**src/rtl/ecc_log_pkg.sv**
```systemverilog
package ecc_log_pkg;

    typedef enum logic [1:0] {
        CLS_DATA = 2'd0,
        CLS_ADDR = 2'd1,
        CLS_CHK  = 2'd2,
        CLS_DBL  = 2'd3
    } err_cls_e;

    localparam int NCAT    = 3;
    localparam int CAT_SEC = 0;
    localparam int CAT_DED = 1;
    localparam int CAT_ADR = 2;

    typedef struct packed {
        logic [NCAT-1:0] inc;
        logic [NCAT-1:0] push;
        logic            hdata;
        logic            hchk;
    } route_t;

    function automatic route_t route_f(logic vld, err_cls_e cls);
        route_t r;
        r = '0;
        if (vld) begin
            unique case (cls)
                CLS_DATA: begin
                    r.inc[CAT_SEC]  = 1'b1;
                    r.push[CAT_SEC] = 1'b1;
                    r.hdata         = 1'b1;
                end
                CLS_ADDR: begin
                    r.inc[CAT_SEC]  = 1'b1;
                    r.inc[CAT_ADR]  = 1'b1;
                    r.push[CAT_ADR] = 1'b1;
                end
                CLS_CHK: begin
                    r.inc[CAT_SEC]  = 1'b1;
                    r.push[CAT_SEC] = 1'b1;
                    r.hchk          = 1'b1;
                end
                CLS_DBL: begin
                    r.inc[CAT_DED]  = 1'b1;
                    r.push[CAT_DED] = 1'b1;
                end
                default: r = '0;
            endcase
        end
        return r;
    endfunction

endpackage

```
**src/rtl/ecc_log_cnt.sv**
```systemverilog
module ecc_log_cnt #(
    parameter int W = 16
) (
    input  logic         clk,
    input  logic         rst,
    input  logic         inc,
    input  logic         clr,
    input  logic [W-1:0] thr,
    input  logic         irq_clr,
    output logic [W-1:0] cnt,
    output logic         irq
);
    localparam logic [W-1:0] MAXV = '1;

    logic [W-1:0] nxt;
    logic         hit;

    always_comb begin
        if (clr)
            nxt = '0;
        else if (inc && cnt != MAXV)
            nxt = cnt + 1'b1;
        else
            nxt = cnt;
        hit = inc && !clr && (thr != '0) && (nxt == thr);
    end

    always_ff @(posedge clk) begin
        if (rst) begin
            cnt <= '0;
            irq <= 1'b0;
        end else begin
            cnt <= nxt;
            if (hit)
                irq <= 1'b1;
            else if (irq_clr)
                irq <= 1'b0;
        end
    end
endmodule

```
**src/rtl/ecc_log_fifo.sv**
```systemverilog
module ecc_log_fifo #(
    parameter int DW    = 18,
    parameter int DEPTH = 4
) (
    input  logic          clk,
    input  logic          rst,
    input  logic          push,
    input  logic [DW-1:0] din,
    input  logic          pop,
    input  logic          clr_ovf,
    output logic [DW-1:0] head,
    output logic          avail,
    output logic          ovf
);
    localparam int PW = (DEPTH > 1) ? $clog2(DEPTH) : 1;
    localparam int CW = $clog2(DEPTH + 1);
    localparam logic [PW-1:0] LASTP = PW'(DEPTH - 1);
    localparam logic [CW-1:0] FULLC = CW'(DEPTH);

    logic [DW-1:0] mem [DEPTH];
    logic [PW-1:0] rd_p, wr_p;
    logic [CW-1:0] fill;
    logic          pop_e, push_e, drop;

    always_comb begin
        pop_e  = pop && (fill != '0);
        push_e = push && ((fill != FULLC) || pop_e);
        drop   = push && !push_e;
    end

    always_ff @(posedge clk) begin
        if (rst) begin
            rd_p <= '0;
            wr_p <= '0;
            fill <= '0;
            ovf  <= 1'b0;
        end else begin
            if (pop_e)
                rd_p <= (rd_p == LASTP) ? '0 : rd_p + 1'b1;
            if (push_e)
                wr_p <= (wr_p == LASTP) ? '0 : wr_p + 1'b1;
            fill <= fill + CW'(push_e) - CW'(pop_e);
            if (clr_ovf)
                ovf <= 1'b0;
            else if (drop)
                ovf <= 1'b1;
        end
    end

    always_ff @(posedge clk) begin
        if (push_e)
            mem[wr_p] <= din;
    end

    assign head  = mem[rd_p];
    assign avail = (fill != '0);
endmodule

```
**src/rtl/ecc_log_hist.sv**
```systemverilog
module ecc_log_hist #(
    parameter int N  = 128,
    parameter int IW = 7
) (
    input  logic          clk,
    input  logic          rst,
    input  logic          set,
    input  logic [IW-1:0] idx,
    input  logic          clr,
    output logic [N-1:0]  hist
);
    for (genvar i = 0; i < N; i++) begin : g_bit
        always_ff @(posedge clk) begin
            if (rst || clr)
                hist[i] <= 1'b0;
            else if (set && idx == IW'(i))
                hist[i] <= 1'b1;
        end
    end
endmodule

```
**src/rtl/ecc_err_log.sv**
```systemverilog
module ecc_err_log
    import ecc_log_pkg::*;
#(
    parameter int ADDR_W     = 18,
    parameter int DATA_BITS  = 128,
    parameter int CHK_BITS   = 9,
    parameter int SEC_W      = 16,
    parameter int DED_W      = 4,
    parameter int ADR_W      = 4,
    parameter int FIFO_DEPTH = 4,
    localparam int IDX_W     = $clog2(DATA_BITS)
) (
    input  logic                 clk,
    input  logic                 rst,
    input  logic                 evt_valid,
    input  logic [1:0]           evt_class,
    input  logic [ADDR_W-1:0]    evt_addr,
    input  logic [IDX_W-1:0]     evt_bit,
    input  logic [SEC_W-1:0]     thr_sec,
    input  logic [DED_W-1:0]     thr_ded,
    input  logic [ADR_W-1:0]     thr_adr,
    input  logic [2:0]           cnt_clr,
    input  logic                 hist_clr,
    input  logic [2:0]           irq_clr,
    input  logic                 sec_pop,
    input  logic                 ded_pop,
    input  logic                 adr_pop,
    output logic [SEC_W-1:0]     cnt_sec,
    output logic [DED_W-1:0]     cnt_ded,
    output logic [ADR_W-1:0]     cnt_adr,
    output logic [ADDR_W-1:0]    sec_head,
    output logic                 sec_avail,
    output logic                 sec_ovf,
    output logic [ADDR_W-1:0]    ded_head,
    output logic                 ded_avail,
    output logic                 ded_ovf,
    output logic [ADDR_W-1:0]    adr_head,
    output logic                 adr_avail,
    output logic                 adr_ovf,
    output logic [DATA_BITS-1:0] data_hist,
    output logic [CHK_BITS-1:0]  chk_hist,
    output logic                 irq_sec,
    output logic                 irq_ded,
    output logic                 irq_adr
);
    route_t            rt;
    logic [NCAT-1:0]   pops;
    logic [NCAT-1:0]   avails;
    logic [NCAT-1:0]   ovfs;
    logic [ADDR_W-1:0] heads [NCAT];

    always_comb rt = route_f(evt_valid, err_cls_e'(evt_class));

    ecc_log_cnt #(.W(SEC_W)) u_cnt_sec (
        .clk(clk), .rst(rst), .inc(rt.inc[CAT_SEC]), .clr(cnt_clr[CAT_SEC]),
        .thr(thr_sec), .irq_clr(irq_clr[CAT_SEC]), .cnt(cnt_sec), .irq(irq_sec)
    );
    ecc_log_cnt #(.W(DED_W)) u_cnt_ded (
        .clk(clk), .rst(rst), .inc(rt.inc[CAT_DED]), .clr(cnt_clr[CAT_DED]),
        .thr(thr_ded), .irq_clr(irq_clr[CAT_DED]), .cnt(cnt_ded), .irq(irq_ded)
    );
    ecc_log_cnt #(.W(ADR_W)) u_cnt_adr (
        .clk(clk), .rst(rst), .inc(rt.inc[CAT_ADR]), .clr(cnt_clr[CAT_ADR]),
        .thr(thr_adr), .irq_clr(irq_clr[CAT_ADR]), .cnt(cnt_adr), .irq(irq_adr)
    );

    assign pops[CAT_SEC] = sec_pop;
    assign pops[CAT_DED] = ded_pop;
    assign pops[CAT_ADR] = adr_pop;

    for (genvar g = 0; g < NCAT; g++) begin : g_fifo
        ecc_log_fifo #(.DW(ADDR_W), .DEPTH(FIFO_DEPTH)) u_fifo (
            .clk(clk), .rst(rst), .push(rt.push[g]), .din(evt_addr),
            .pop(pops[g]), .clr_ovf(cnt_clr[g]),
            .head(heads[g]), .avail(avails[g]), .ovf(ovfs[g])
        );
    end

    assign sec_head  = heads[CAT_SEC];
    assign sec_avail = avails[CAT_SEC];
    assign sec_ovf   = ovfs[CAT_SEC];
    assign ded_head  = heads[CAT_DED];
    assign ded_avail = avails[CAT_DED];
    assign ded_ovf   = ovfs[CAT_DED];
    assign adr_head  = heads[CAT_ADR];
    assign adr_avail = avails[CAT_ADR];
    assign adr_ovf   = ovfs[CAT_ADR];

    ecc_log_hist #(.N(DATA_BITS), .IW(IDX_W)) u_hist_data (
        .clk(clk), .rst(rst), .set(rt.hdata), .idx(evt_bit),
        .clr(hist_clr), .hist(data_hist)
    );
    ecc_log_hist #(.N(CHK_BITS), .IW(IDX_W)) u_hist_chk (
        .clk(clk), .rst(rst), .set(rt.hchk), .idx(evt_bit),
        .clr(hist_clr), .hist(chk_hist)
    );
endmodule

```
**config.mk**
```make
export PLATFORM = sky130hd
export DESIGN_NAME = ecc_err_log
export DESIGN_NICKNAME = d
export VERILOG_FILES = /design/src/rtl/ecc_log_pkg.sv /design/src/rtl/ecc_log_cnt.sv /design/src/rtl/ecc_log_fifo.sv /design/src/rtl/ecc_log_hist.sv /design/src/rtl/ecc_err_log.sv
export SDC_FILE = /design/constraint.sdc
export NUM_CORES = 1
export LEC_CHECK = 0
export BUFFER_PORTS_ARGS = -buffer_cell sky130_fd_sc_hd__clkbuf_2
export CAP_MARGIN = 10
export CORE_MARGIN = 5
export CORE_UTILIZATION = 41
export CTS_CLUSTER_DIAMETER = 200
export DETAILED_ROUTE_END_ITERATION = 10
export SYNTH_ARGS = -nofsm -noshare
export SYNTH_HDL_FRONTEND = slang
export SYNTH_SLANG_ARGS = --single-unit
```
**constraint.sdc**
```tcl
create_clock -name clk -period 8.1 [get_ports clk]
set_clock_uncertainty 0.15 [all_clocks]
set_input_delay 0 -clock clk [delete_from_list [all_inputs] [get_ports clk]]
set_output_delay 0 -clock clk [all_outputs]
set_load 0.1 [all_outputs]
```
# == Word-level counts from Yosys, hierarchy flattened ==
# Memories as Yosys holds them, arrays and structs flattened. A register that Yosys moved wholly into a read port is not among the register bits.
# Cells that the tools add are included.
# op_classes
n_eq_ne,145
reduce_logical,184
addsub,15
n_mux,37
# ops
operator,n
== test 7 bit (second input constant),64
== test 7 x 6 -> 1 bit (second input constant),32
logical AND 1 bit,158
== test 7 x 5 -> 1 bit (second input constant),16
== test 7 x 4 -> 1 bit (second input constant),8
2-to-1 mux 16 bit,2
== test 7 x 3 -> 1 bit (second input constant),4
2-to-1 mux 2 bit,12
2-to-1 mux 1 bit,18
adder 16 x 1 -> 16 bit (second input constant),1
== test 16 bit,1
== test 2 bit (second input constant),8
2-to-1 mux 4 bit,4
inequality test 16 bit (second input constant),1
nonzero test 16 bit,1
== test 7 x 2 -> 1 bit (second input constant),2
adder 2 x 1 -> 2 bit (second input constant),6
adder 3 x 1 -> 3 bit,3
inequality test 3 bit (second input constant),3
nonzero test 3 bit,3
subtractor 3 x 1 -> 3 bit,3
adder 4 x 1 -> 4 bit (second input constant),2
== test 4 bit,2
2-to-1 mux 8 bit,1
11 further kinds,26
# word_totals
wordCells,539
memories,3
register_bits,188
output_inout_bits,224
ram_bits,216
# memory_table
name,depth,word_bits,rd,rd_ports_with_merged_regs,write_ports,line,source
g_fifo[0].u_fifo.mem,4,18,1,1,1,ecc_log_fifo.sv:20,logic [DW-1:0] mem [DEPTH];
g_fifo[1].u_fifo.mem,4,18,1,1,1,ecc_log_fifo.sv:20,
g_fifo[2].u_fifo.mem,4,18,1,1,1,ecc_log_fifo.sv:20,

# == Depth between registers and ports, before layout ==
# Gate-level depths: netlist (run 1).
# depth
word_depth,10
ltp_mapped,11
mapped_depth_nobuf,11

# == Hierarchy ==
# A second synthesis (run 1) with hierarchy kept.
# hier_totals
hier_cells,1114
hier_area_um2,15808.9
# modules_own_cells
module,n_inst,area_each_um2,cells_each
ecc_log_fifo,3,3108.0,148
ecc_log_hist at u_hist_data,1,4155.2,395
ecc_log_cnt at u_cnt_sec,1,1382.6,171
ecc_log_cnt at u_cnt_adr ...,2,277.8,31
ecc_log_hist at u_hist_chk,1,341.6,36
ecc_err_log,1,50.0,6

# == Worst setup path before layout (run 1) ==
# Ideal clock, no wire load.
# synth_path
path_type,reg2reg
start,register u_cnt_sec.cnt[8]
end,register u_cnt_sec.irq
path_stages_with_launch,10
setup_ns,0.084
period_less_slack_ns,3.570
slack_ns,4.530
path_buffers,1
t_arrival_ns,3.336
cell_sequence,dfxtp_1 -> buf_2 -> nand4_1 -> nor4_2 -> nor3_1 -> xnor2_1 -> or3b_1 -> a211oi_1 -> o2111ai_1 -> o31ai_2
# synth_via
elab_chain_len,7
elab_cells_between_ends,9
# synth_rtl
element,line,source
from (decl),ecc_log_cnt.sv:10,"output logic [W-1:0] cnt,"
from (signal assigned),ecc_log_cnt.sv:33,cnt <= nxt;
"parallel branches: the longest is 2 deep, another holds adder 16 x 1 -> 16 bit",--,
2-to-1 mux 16 bit *,ecc_log_cnt.sv:21,else if (inc && cnt != MAXV)
2-to-1 mux 16 bit *,ecc_log_cnt.sv:19,if (clr)
== test 16 bit *,ecc_log_cnt.sv:25,hit = inc && !clr && (thr != '0) && (nxt == thr);
logical AND 1 bit *,ecc_log_cnt.sv:25,
2-to-1 mux 1 bit or nonzero test 2 bit (tied branches),--,
to (signal assigned),ecc_log_cnt.sv:31,irq <= 1'b0;
to (signal assigned),ecc_log_cnt.sv:35,irq <= 1'b1;
to (signal assigned),ecc_log_cnt.sv:37,irq <= 1'b0;
to (decl),ecc_log_cnt.sv:11,output logic irq
# Mark *: on every way between the ends.
# A chain may end at the register's enable or synchronous reset.

# == Final worst setup path (run 1) ==
# Same ends and word-level chain as after synthesis.

==> summary.txt, run 1 <==
Floorplanning
  • Core Area: 0.0374 mm2
  • Die Span Y: 204 um
  • Die width: 204 um
  • Row Count: 71
  • DIE AREA: 0.0415 mm2
  • I/O pin count: 288
  • Initial Utilization: 41.1%

Run
  • Max cap viols: 0

Synth
  • Synthesized area per cell: 13.2 um2
  • Post-synth cell types: 62
  • EDFF count, synth: 216
  • Warnings from Yosys: 0
  • Ys async rst share: 0%
  • Post-Synthesis Cells: 1162
  • FF+latch count, synth: 410
  • Top FF cell, synth: edfxtp_1
  • Syn nets: 1253
  • Seq/Total Area, Yosys: 67.4%
  • Mapped Area: 0.0154 mm2

CTS
  • CTS Buf Count: 44
  • CTS clk-pin slew, worst paths: 0.06 ns
  • Maximum buffer depth of the clock tree: 3
  • Clk sinks: 410
  • Post-CTS Resized: 0
  • Clk_lat worst skew: 0.56 ns
  • Hold Buf Count CTS: 49
  • CTS tree: yes
  • H-tree lvl count: 2
  • Setup Fix Bufs, Post-CTS: 0
  • Root buffer cell: clkbuf_16

Placement
  • Placement Cell Area: 0.0173 mm2
  • DP HPWL: 26600 um
  • I/O Buffers: 287
  • GP Congestion: 0.854

Power and ir drop
  • Comb pwr share: 22.2%
  • Sw Share: 32.7%
  • Sequential fraction of design power: 41.7%
  • Worst VDD drop: 173 uV
  • Static leakage: 7.10 nW
  • Clock power frac: 36.1%
  • Int Pwr: 3.70 mW
  • Sw power: 1.80 mW
  • P per Cell Area: 286 mW/mm2

Global route
  • Pin count of the biggest net entering global routing: 78
  • GR Util met1: 22.9%
  • GRT met2 Usage: 29.8%
  • Top Usage Layer GRT: met2
  • Grt ovf: 0
  • Grt met3 use: 6.54%
  • Vias in the first global route: 10500
  • Initial antenna violation count: 0
  • GRT Resource Usage Total: 18.2%
  • First-pass GRT wire length: 59700 um

Drt
  • Drc violations: 0
  • WL final: 38700 um
  • Via/cell ratio: 5.07
  • Avg WL per Cell: 19.1 um
  • Post-route ant nets: 0
  • Via count: 10300
  • First-pass DRT Iterations: 5
  • Initial DRC Count: 487

Timing
  • Final setup viols: 0
  • Hold WS: 0.0125 ns
  • Setup_tns: 0 ns
  • RSZ-0062 raised after global routing: false
  • Final min period: 3.89 ns
  • Final period utilization: 48.0%
  • Slew at the pin closest to its max-slew limit: 1.25 ns
  • Highest Clock Rate: 257 MHz
  • Count of final max-slew check failures: 0
  • Slew HR: 16.2%
  • Final Hold Vio Count: 0

Min path
  • Hold Path Class: in -> reg
  • Hold Crit Depth: 3

Setup path
  • Worst reg2reg path depth: 9
  • Critical path class: reg -> reg
  • Setup crit end kind: flop
  • WP data arrival: 4.24 ns
  • CP required: 8.45 ns
  • Crit path launch type: flop
  • CP max FO: 10

Layout
  • Commonest non-fill, non-tap cell in the layout: clkbuf_2
  • Synth-to-Final Area Change: 24.8%
  • Design area: 0.0192 mm2
  • # nets final: 1582
  • Fill count: 3279
  • Ratio of cells with drive above 1 in the final layout: 27.9%
  • Final Core Density: 51.3%
  • Footprint of the multi-input gates: 0.00474 mm2
  • Register area: 0.0104 mm2
  • Highest-count cells in the layout ignoring fill and taps: 287 x clkbuf_2, 216 x edfxtp_1, 200 x nor2_1
  • Diode count: 0

Status
  • Outcome: finished, final reports clean
logic make-up after synthesis:
group	count (synthesis)	share of synthesized area, %
flops	410	67.4
compound gates	192	6.91
mux	66	8.69
buf+inv	78	1.96
xor+xnor	30	1.71
simple gates	359	11.0
fa+ha+maj	27	2.34
power groups by stage:
stage	sequential [mW]	combinational [mW]	clock (mW)
CTS	2.29	1.24	2.03
global placement	2.33	1.21	0
finish	2.29	1.22	1.98
floorplan	2.32	1.02	0
global route	2.30	1.29	2.12
detailed placement	2.34	1.22	0
per-layer routing:
metal	share of wire, %	routed length [um]
met1	42	16100
met2	47	18200
met3	8.8	3400
met4	2.5	971
met5	0	0
state kept, by name, summed over array words and instances (netlist names), named ones only:
name,count
u_hist_chk.hist,9
u_cnt_ded.cnt,4
g_fifo.u_fifo.fill,9
u_cnt_sec.irq,1
g_fifo.u_fifo.ovf,3
u_cnt_sec.cnt,16
g_fifo.u_fifo.wr_p,6
g_fifo.u_fifo.rd_p,6
u_cnt_ded.irq,1
u_cnt_adr.irq,1
u_cnt_adr.cnt,4
u_hist_data.hist,128
g_fifo.u_fifo.mem,216
through the flow:
| step | power (mW) | setup slack, ns | instances |
|---|---|---|---|
| 6_report | 5.49 | 4.21 | 2031 |
| 5_1_grt | 5.71 | 4.00 | 2031 |
| 4_1_cts | 5.56 | 4.32 | 2031 |
| 3_5_place_dp | 3.55 | 4.86 | 1907 |
| 3_3_place_gp | 3.55 | 4.92 | 1907 |
| 2_1_floorplan | 3.34 | 4.53 | 1162 |
worst paths after layout:
| check | slack (ns) | startpoint | endpoint |
|---|---|---|---|
| worst max register to register | 4.21 | u_cnt_sec.cnt[8] | u_cnt_sec.irq |
| worst min register to register | 0.32 | u_hist_data.hist[94] | u_hist_data.hist[94] |
| worst min-delay path | 0.01 | hist_clr | u_hist_data.hist[4] |
| worst max-delay path | 4.21 | u_cnt_sec.cnt[8] | u_cnt_sec.irq |
area by class of cell:
type / count / share of cell area, %
Clock buffer: 54 / 6.14
Clock inverter: 21 / 1.25
Inverter: 21 / 0.410
Multi-Input combinational cell: 674 / 24.7
Sequential cell: 410 / 54.0
Tap cell: 511 / 3.33
Timing Repair Buffer: 340 / 10.2
cells in the mapped netlist, types with 4 or more instances:
master,number,area [um2]
nor3b_1,5,37.5
clkbuf_1,44,165
nand2b_1,8,50.1
dfxtp_1,194,3880
or3_1,6,37.5
inv_1,21,78.8
mux4_2,54,1220
nand3_1,8,40.0
xnor2_1,16,140
nor2_1,200,751
and3_1,4,25.0
nor4_1,6,37.5
ha_1,24,300
nand4_1,6,37.5
buf_1,11,41.3
xor2_1,14,123
nand2_1,24,90.1
nor4b_1,4,35.0
nor2b_1,15,93.8
a31oi_1,4,25.0
mux2i_1,11,110
or2_2,4,25.0
edfxtp_1,216,6490
a21oi_1,154,771
o21ai_0,5,25.0
nor3_1,41,205
and2_1,14,87.6
worst max-delay path, cell delays in order, from the launching register on:
cell and delay (ns):
dfxtp_1 0.49, nand4_1 0.31, nor4_2 0.88, nor3_1 0.14, xnor2_1 0.20, or3b_1 0.36, a211oi_1 0.25, o2111ai_1 0.19
o31ai_2 0.27, dlygate4sd3_1 0.58
No activity file was read; power rests on OpenSTA's default activity.
==> inputs of run 2 (changes only) <==
- clock period: 8.1 -> 3.2 ns (I/O delays scaled with it)
==> summary.txt, run 2 (synthesized netlist as in run 1, its figures left out) <==
Status
  • Outcome: finished, final reports clean

Timing
  • Slew at the pin closest to its max-slew limit: 1.24 ns
  • Count of final max-slew check failures: 0
  • Final setup viols: 0
  • Final period utilization: 94.9%
  • Slew HR: 16.7%
  • Final Hold Vio Count: 0
  • Final min period: 3.04 ns
  • Highest Clock Rate: 329 MHz

Drt
  • Initial DRC Count: 581
  • WL final: 39000 um
  • First-pass DRT Iterations: 7
  • Avg WL per Cell: 18.8 um
  • Via/cell ratio: 5.10
  • Via count: 10600
  • Drc violations: 0
  • Post-route ant nets: 0

Layout
  • Highest-count cells in the layout ignoring fill and taps: 287 x clkbuf_2, 216 x edfxtp_1, 200 x nor2_1
  • Fill count: 3225
  • Commonest non-fill, non-tap cell in the layout: clkbuf_2
  • # nets final: 1629
  • Largest regs: g_fifo.u_fifo.mem (216), u_hist_data.hist (128), u_cnt_sec.cnt (16)
  • Biggest register: g_fifo.u_fifo.mem
  • Non-Filler Instances: 2081
  • Design area: 0.0196 mm2
  • Final Core Density: 52.4%
  • Diode count: 0
  • Max reg flops: 216
  • Ratio of cells with drive above 1 in the final layout: 29.6%
  • Synth-to-Final Area Change: 27.4%

Setup path
  • Critical path class: in -> reg
  • Setup crit end kind: flop
  • CP required: 3.55 ns
  • R2R setup slack: 0.18 ns
  • Worst reg2reg path depth: 9
  • Reg2reg start: u_cnt_sec.cnt[8]
  • Crit path launch type: input port
  • WP data arrival: 3.39 ns
  • CP max FO: 18
  • FF-to-FF End: u_cnt_sec.irq

CTS
  • Clk sinks: 410
  • Clk_lat worst skew: 0.57 ns
  • H-tree lvl count: 2
  • CTS tree: yes
  • Maximum buffer depth of the clock tree: 3
  • CTS clk-pin slew, worst paths: 0.06 ns
  • CTS Buf Count: 43
  • Root buffer cell: clkbuf_16

Min path
  • Hold Path Class: in -> reg
  • Worst hold path startpoint: thr_sec[12]
  • Hold EP: u_cnt_sec.irq
  • Hold Crit Depth: 7

Global route
  • First-pass GRT wire length: 61100 um
  • Initial antenna violation count: 0
  • GRT Resource Usage Total: 18.6%
  • Vias in the first global route: 10900
  • Grt ovf: 0
  • Pin count of the biggest net entering global routing: 85

Power and ir drop
  • Static leakage: 7.33 nW
  • Worst VDD drop: 408 uV
  • Overall power: 13.8 mW
  • P per Cell Area: 702 mW/mm2

Placement
  • I/O Buffers: 287
  • DP HPWL: 26600 um
  • Cells after DPL: 1931
  • Placement Cell Area: 0.0175 mm2
  • GP Congestion: 0.839

Floorplanning
  • Die width: 204 um
  • Initial Utilization: 41.1%
  • Row Count: 71
  • I/O pin count: 288
  • Die Span Y: 204 um
  • Core Area: 0.0374 mm2
  • DIE AREA: 0.0415 mm2

Run
  • Max cap viols: 0
-- run 2: changes by cell type in the layout (fill, tap and decap cells not counted), sizes merged --
| cell | previous run | this run |
|---|---|---|
| buf | 4 | 31 |
| bufinv | 4 | 1 |
| clkbuf | 341 | 350 |
| clkinv | 12 | 9 |
| clkinvlp | 2 | 0 |
| dlygate4sd3 | 49 | 70 |
| inv | 24 | 25 |
-- run 2: where the power goes --
group | internal [mW] | switching [mW] | leakage [nW]
registers | 5.68 | 0.104 | 3.53
clock network | 2.81 | 2.02 | 0.681
logic | 0.757 | 2.38 | 3.13
-- run 2: stage by stage --
step	TNS, ns	setup WS [ns]	hold slack, ns
final	0	0.164	0.103
after global routing	-0.0152	-0.0152	0.0968
after CTS	0	0.133	0.0554
after detailed placement	0	0.411	0.125
after global placement	0	0.480	0.108
after floorplan	0	0.00991	-0.0707
-- run 2: worst max-delay path by stage --
stage / from / endpoint / depth (start not counted) / slack, ns
6_report: evt_valid / u_hist_data.hist[84] / 10 / 0.16
5_1_grt: u_cnt_sec.cnt[8] / u_cnt_sec.irq / 10 / -0.02
4_1_cts: u_cnt_sec.cnt[3] / u_cnt_sec.irq / 9 / 0.13
3_5_place_dp: evt_class[1] / u_cnt_sec.irq / 9 / 0.41
3_3_place_gp: evt_valid / u_cnt_sec.irq / 9 / 0.48
2_1_floorplan: u_cnt_sec.cnt[8] / u_cnt_sec.irq / 9 / 0.01
-- run 2: repair_timing --
action / in CTS / in global routing
hold buffers: 70 / 0
buffers inserted: 0 / 3
hold endpoints to repair: 394 / 0
endpoints found under the setup margin: 0 / 1
resized for setup: 0 / 2
-- run 2: metal layers --
layer	share of wire, %	track usage, %	up-vias	wire length (um)
li1	-	-	4991	-
met1	41	23.5	5146	16000
met2	47	29.9	384	18200
met3	8.7	6.31	95	3410
met4	3.6	6.99	0	1390
met5	0	0	-	0
-- run 2: final cells by class --
class / count / area (um2) / area share (%)
Sequential cell: 410 / 10400 / 53.0
Multi-Input combinational cell: 674 / 4740 / 24.2
Timing Repair Buffer: 388 / 2380 / 12.1
Clock buffer: 63 / 1250 / 6.39
Tap cell: 511 / 639 / 3.26
Clock inverter: 14 / 125 / 0.638
Inverter: 21 / 78.8 / 0.402
-- run 2: critical path, stage by stage --
cell and delay, ns:
dlygate4sd3_1 0.53, clkbuf_2 0.16, nor2b_1 0.34, nand2b_1 0.51, nor3_2 0.28, dlygate4sd3_1 0.57
buf_4 0.23, a21oi_1 0.09, dlygate4sd3_1 0.56, nor2_1 0.08
==> inputs of run 3 (changes only) <==
- CORE_UTILIZATION: 41 -> 42
- PLACE_DENSITY: default -> 0.66
==> summary.txt, run 3 (synthesized netlist as in run 1, its figures left out) <==
Drt
  • Initial DRC Count: 599
  • First-pass DRT Iterations: 5
  • Via count: 10500
  • Drc violations: 0
  • Via/cell ratio: 5.17
  • Post-route ant nets: 0
  • Avg WL per Cell: 19.0 um
  • WL final: 38700 um

Floorplanning
  • DIE AREA: 0.0406 mm2
  • Die width: 201 um
  • Row Count: 70
  • Core Area: 0.0363 mm2
  • I/O pin count: 288
  • Initial Utilization: 42.3%
  • Die Span Y: 201 um

Setup path
  • Critical path class: reg -> reg
  • Setup crit end kind: flop
  • CP required: 3.51 ns
  • CP max FO: 5
  • Crit path launch type: flop
  • WP data arrival: 3.39 ns

CTS
  • Clk sinks: 410
  • Maximum buffer depth of the clock tree: 3
  • Root buffer cell: clkbuf_16
  • CTS tree: yes
  • CTS Buf Count: 42
  • Clk_lat worst skew: 0.54 ns
  • CTS clk-pin slew, worst paths: 0.06 ns
  • H-tree lvl count: 2

Placement
  • GP Congestion: 0.896
  • I/O Buffers: 287
  • Pre-CTS WS: 0.451 ns
  • DP HPWL: 26500 um
  • Cells after DPL: 1892

Layout
  • Max reg flops: 216
  • Register area: 0.0104 mm2
  • Fill count: 3017
  • Commonest non-fill, non-tap cell in the layout: clkbuf_2
  • Biggest register: g_fifo.u_fifo.mem
  • Ratio of cells with drive above 1 in the final layout: 30.2%
  • # nets final: 1628
  • Highest-count cells in the layout ignoring fill and taps: 287 x clkbuf_2, 216 x edfxtp_1, 200 x nor2_1
  • Non-Filler Instances: 2033
  • Footprint of the multi-input gates: 0.00477 mm2
  • Largest regs: g_fifo.u_fifo.mem (216), u_hist_data.hist (128), u_cnt_sec.cnt (16)
  • Synth-to-Final Area Change: 26.8%
  • Diode count: 0

Power and ir drop
  • Sw Share: 32.6%
  • P per Cell Area: 699 mW/mm2
  • Worst VDD drop: 378 uV
  • Clock power frac: 34.5%
  • Sw power: 4.45 mW
  • Comb pwr share: 23.0%
  • Int Pwr: 9.18 mW
  • Sequential fraction of design power: 42.5%
  • Static leakage: 7.31 nW

Global route
  • Pin count of the biggest net entering global routing: 56
  • Vias in the first global route: 10700
  • Initial antenna violation count: 0
  • GRT Resource Usage Total: 18.6%
  • First-pass GRT wire length: 60700 um
  • Grt ovf: 0

Timing
  • Slew HR: 23.2%
  • Count of final max-slew check failures: 0
  • Highest Clock Rate: 324 MHz
  • Slew at the pin closest to its max-slew limit: 1.15 ns
  • Final worst slack: 0.118 ns
  • Final Hold Vio Count: 0
  • Final min period: 3.08 ns
  • Final setup viols: 0
  • Final period utilization: 96.3%

Min path
  • Hold Path Class: in -> reg

Status
  • Outcome: finished, final reports clean

Run
  • Max cap viols: 0
-- run 3: cell types whose count changed in the layout (fill, tap and decap cells not counted), moves of 3 or more --
cell / change
buf_4: +7
dlygate4sd3_1: -7
clkbuf_1: -6
clkinv_1: +3
clkbuf_8: -4
clkinv_2: +3
-- run 3: final cells by class --
cell class                 instances  share of cell area (%)
clock buffer                      51                    5.77
clock inverter                    21                    1.02
inverter                          21                   0.404
multi-input combinational        674                    24.4
sequential                       410                    53.3
tap                              468                    3.00
timing repair buffer             388                    12.1
-- run 3: power groups by stage --
stage               Sequential [mW]  Combinational [mW]  Clock [mW]
floorplan                      5.87                2.58           0
detailed placement             5.91                3.10           0
CTS                            5.80                3.17        4.81
global route                   5.82                3.30        5.04
global placement               5.90                3.08           0
finish                         5.80                3.13        4.70
-- run 3: worst paths after layout --
| check | start | to | slack, ns | depth (start not counted) |
|---|---|---|---|---|
| hold reg to reg | u_hist_data.hist[72] | u_hist_data.hist[72] | 0.32 | 2 |
| hold / removal | thr_sec[1] | u_cnt_sec.irq | 0.04 | 5 |
| setup reg to reg | u_cnt_sec.cnt[0] | u_cnt_sec.irq | 0.12 | 10 |
| setup / recovery | u_cnt_sec.cnt[0] | u_cnt_sec.irq | 0.12 | 10 |
-- run 3: repair_timing --
| item | 4_1_cts | 5_1_grt |
|---|---|---|
| setup buffers | 0 | 6 |
| hold endpoints to repair | 354 | 0 |
| resized for setup | 0 | 9 |
| setup endpoints to repair | 0 | 1 |
| hold buffers | 63 | 0 |
-- run 3: stage by stage --
stage          area, um2   TNS, ns  total power, mW  utilization, %  hold WS (ns)
4_1_cts            19400         0             13.8            53.5       0.00570
2_1_floorplan      15400         0             8.45               -       -0.0707
3_5_place_dp       17500         0             9.02            48.1         0.130
5_1_grt            19500  -0.00892             14.2            53.7        0.0335
6_report           19500         0             13.6            53.7        0.0396
3_3_place_gp       17500         0             8.98            48.1         0.115
-- run 3: critical path, cell delays in order (launching register included) --
cell and delay (ns):
dfxtp_2 0.34, ha_1 0.24, and3_2 0.27, and4_2 0.29
nand2_1 0.10, mux2_2 0.34, a22oi_1 0.15, dlygate4sd3_1 0.58
o311a_1 0.16, o2111ai_1 0.14, o31ai_2 0.26
-- run 3: layer usage --
layer,global-route usage [%],vias up,part of all wire (%)
met1,23.2,5119,41
li1,-,5007,-
met4,5.15,0,2.6
met3,6.09,75,7.8
met2,31.1,316,48
met5,0,-,0
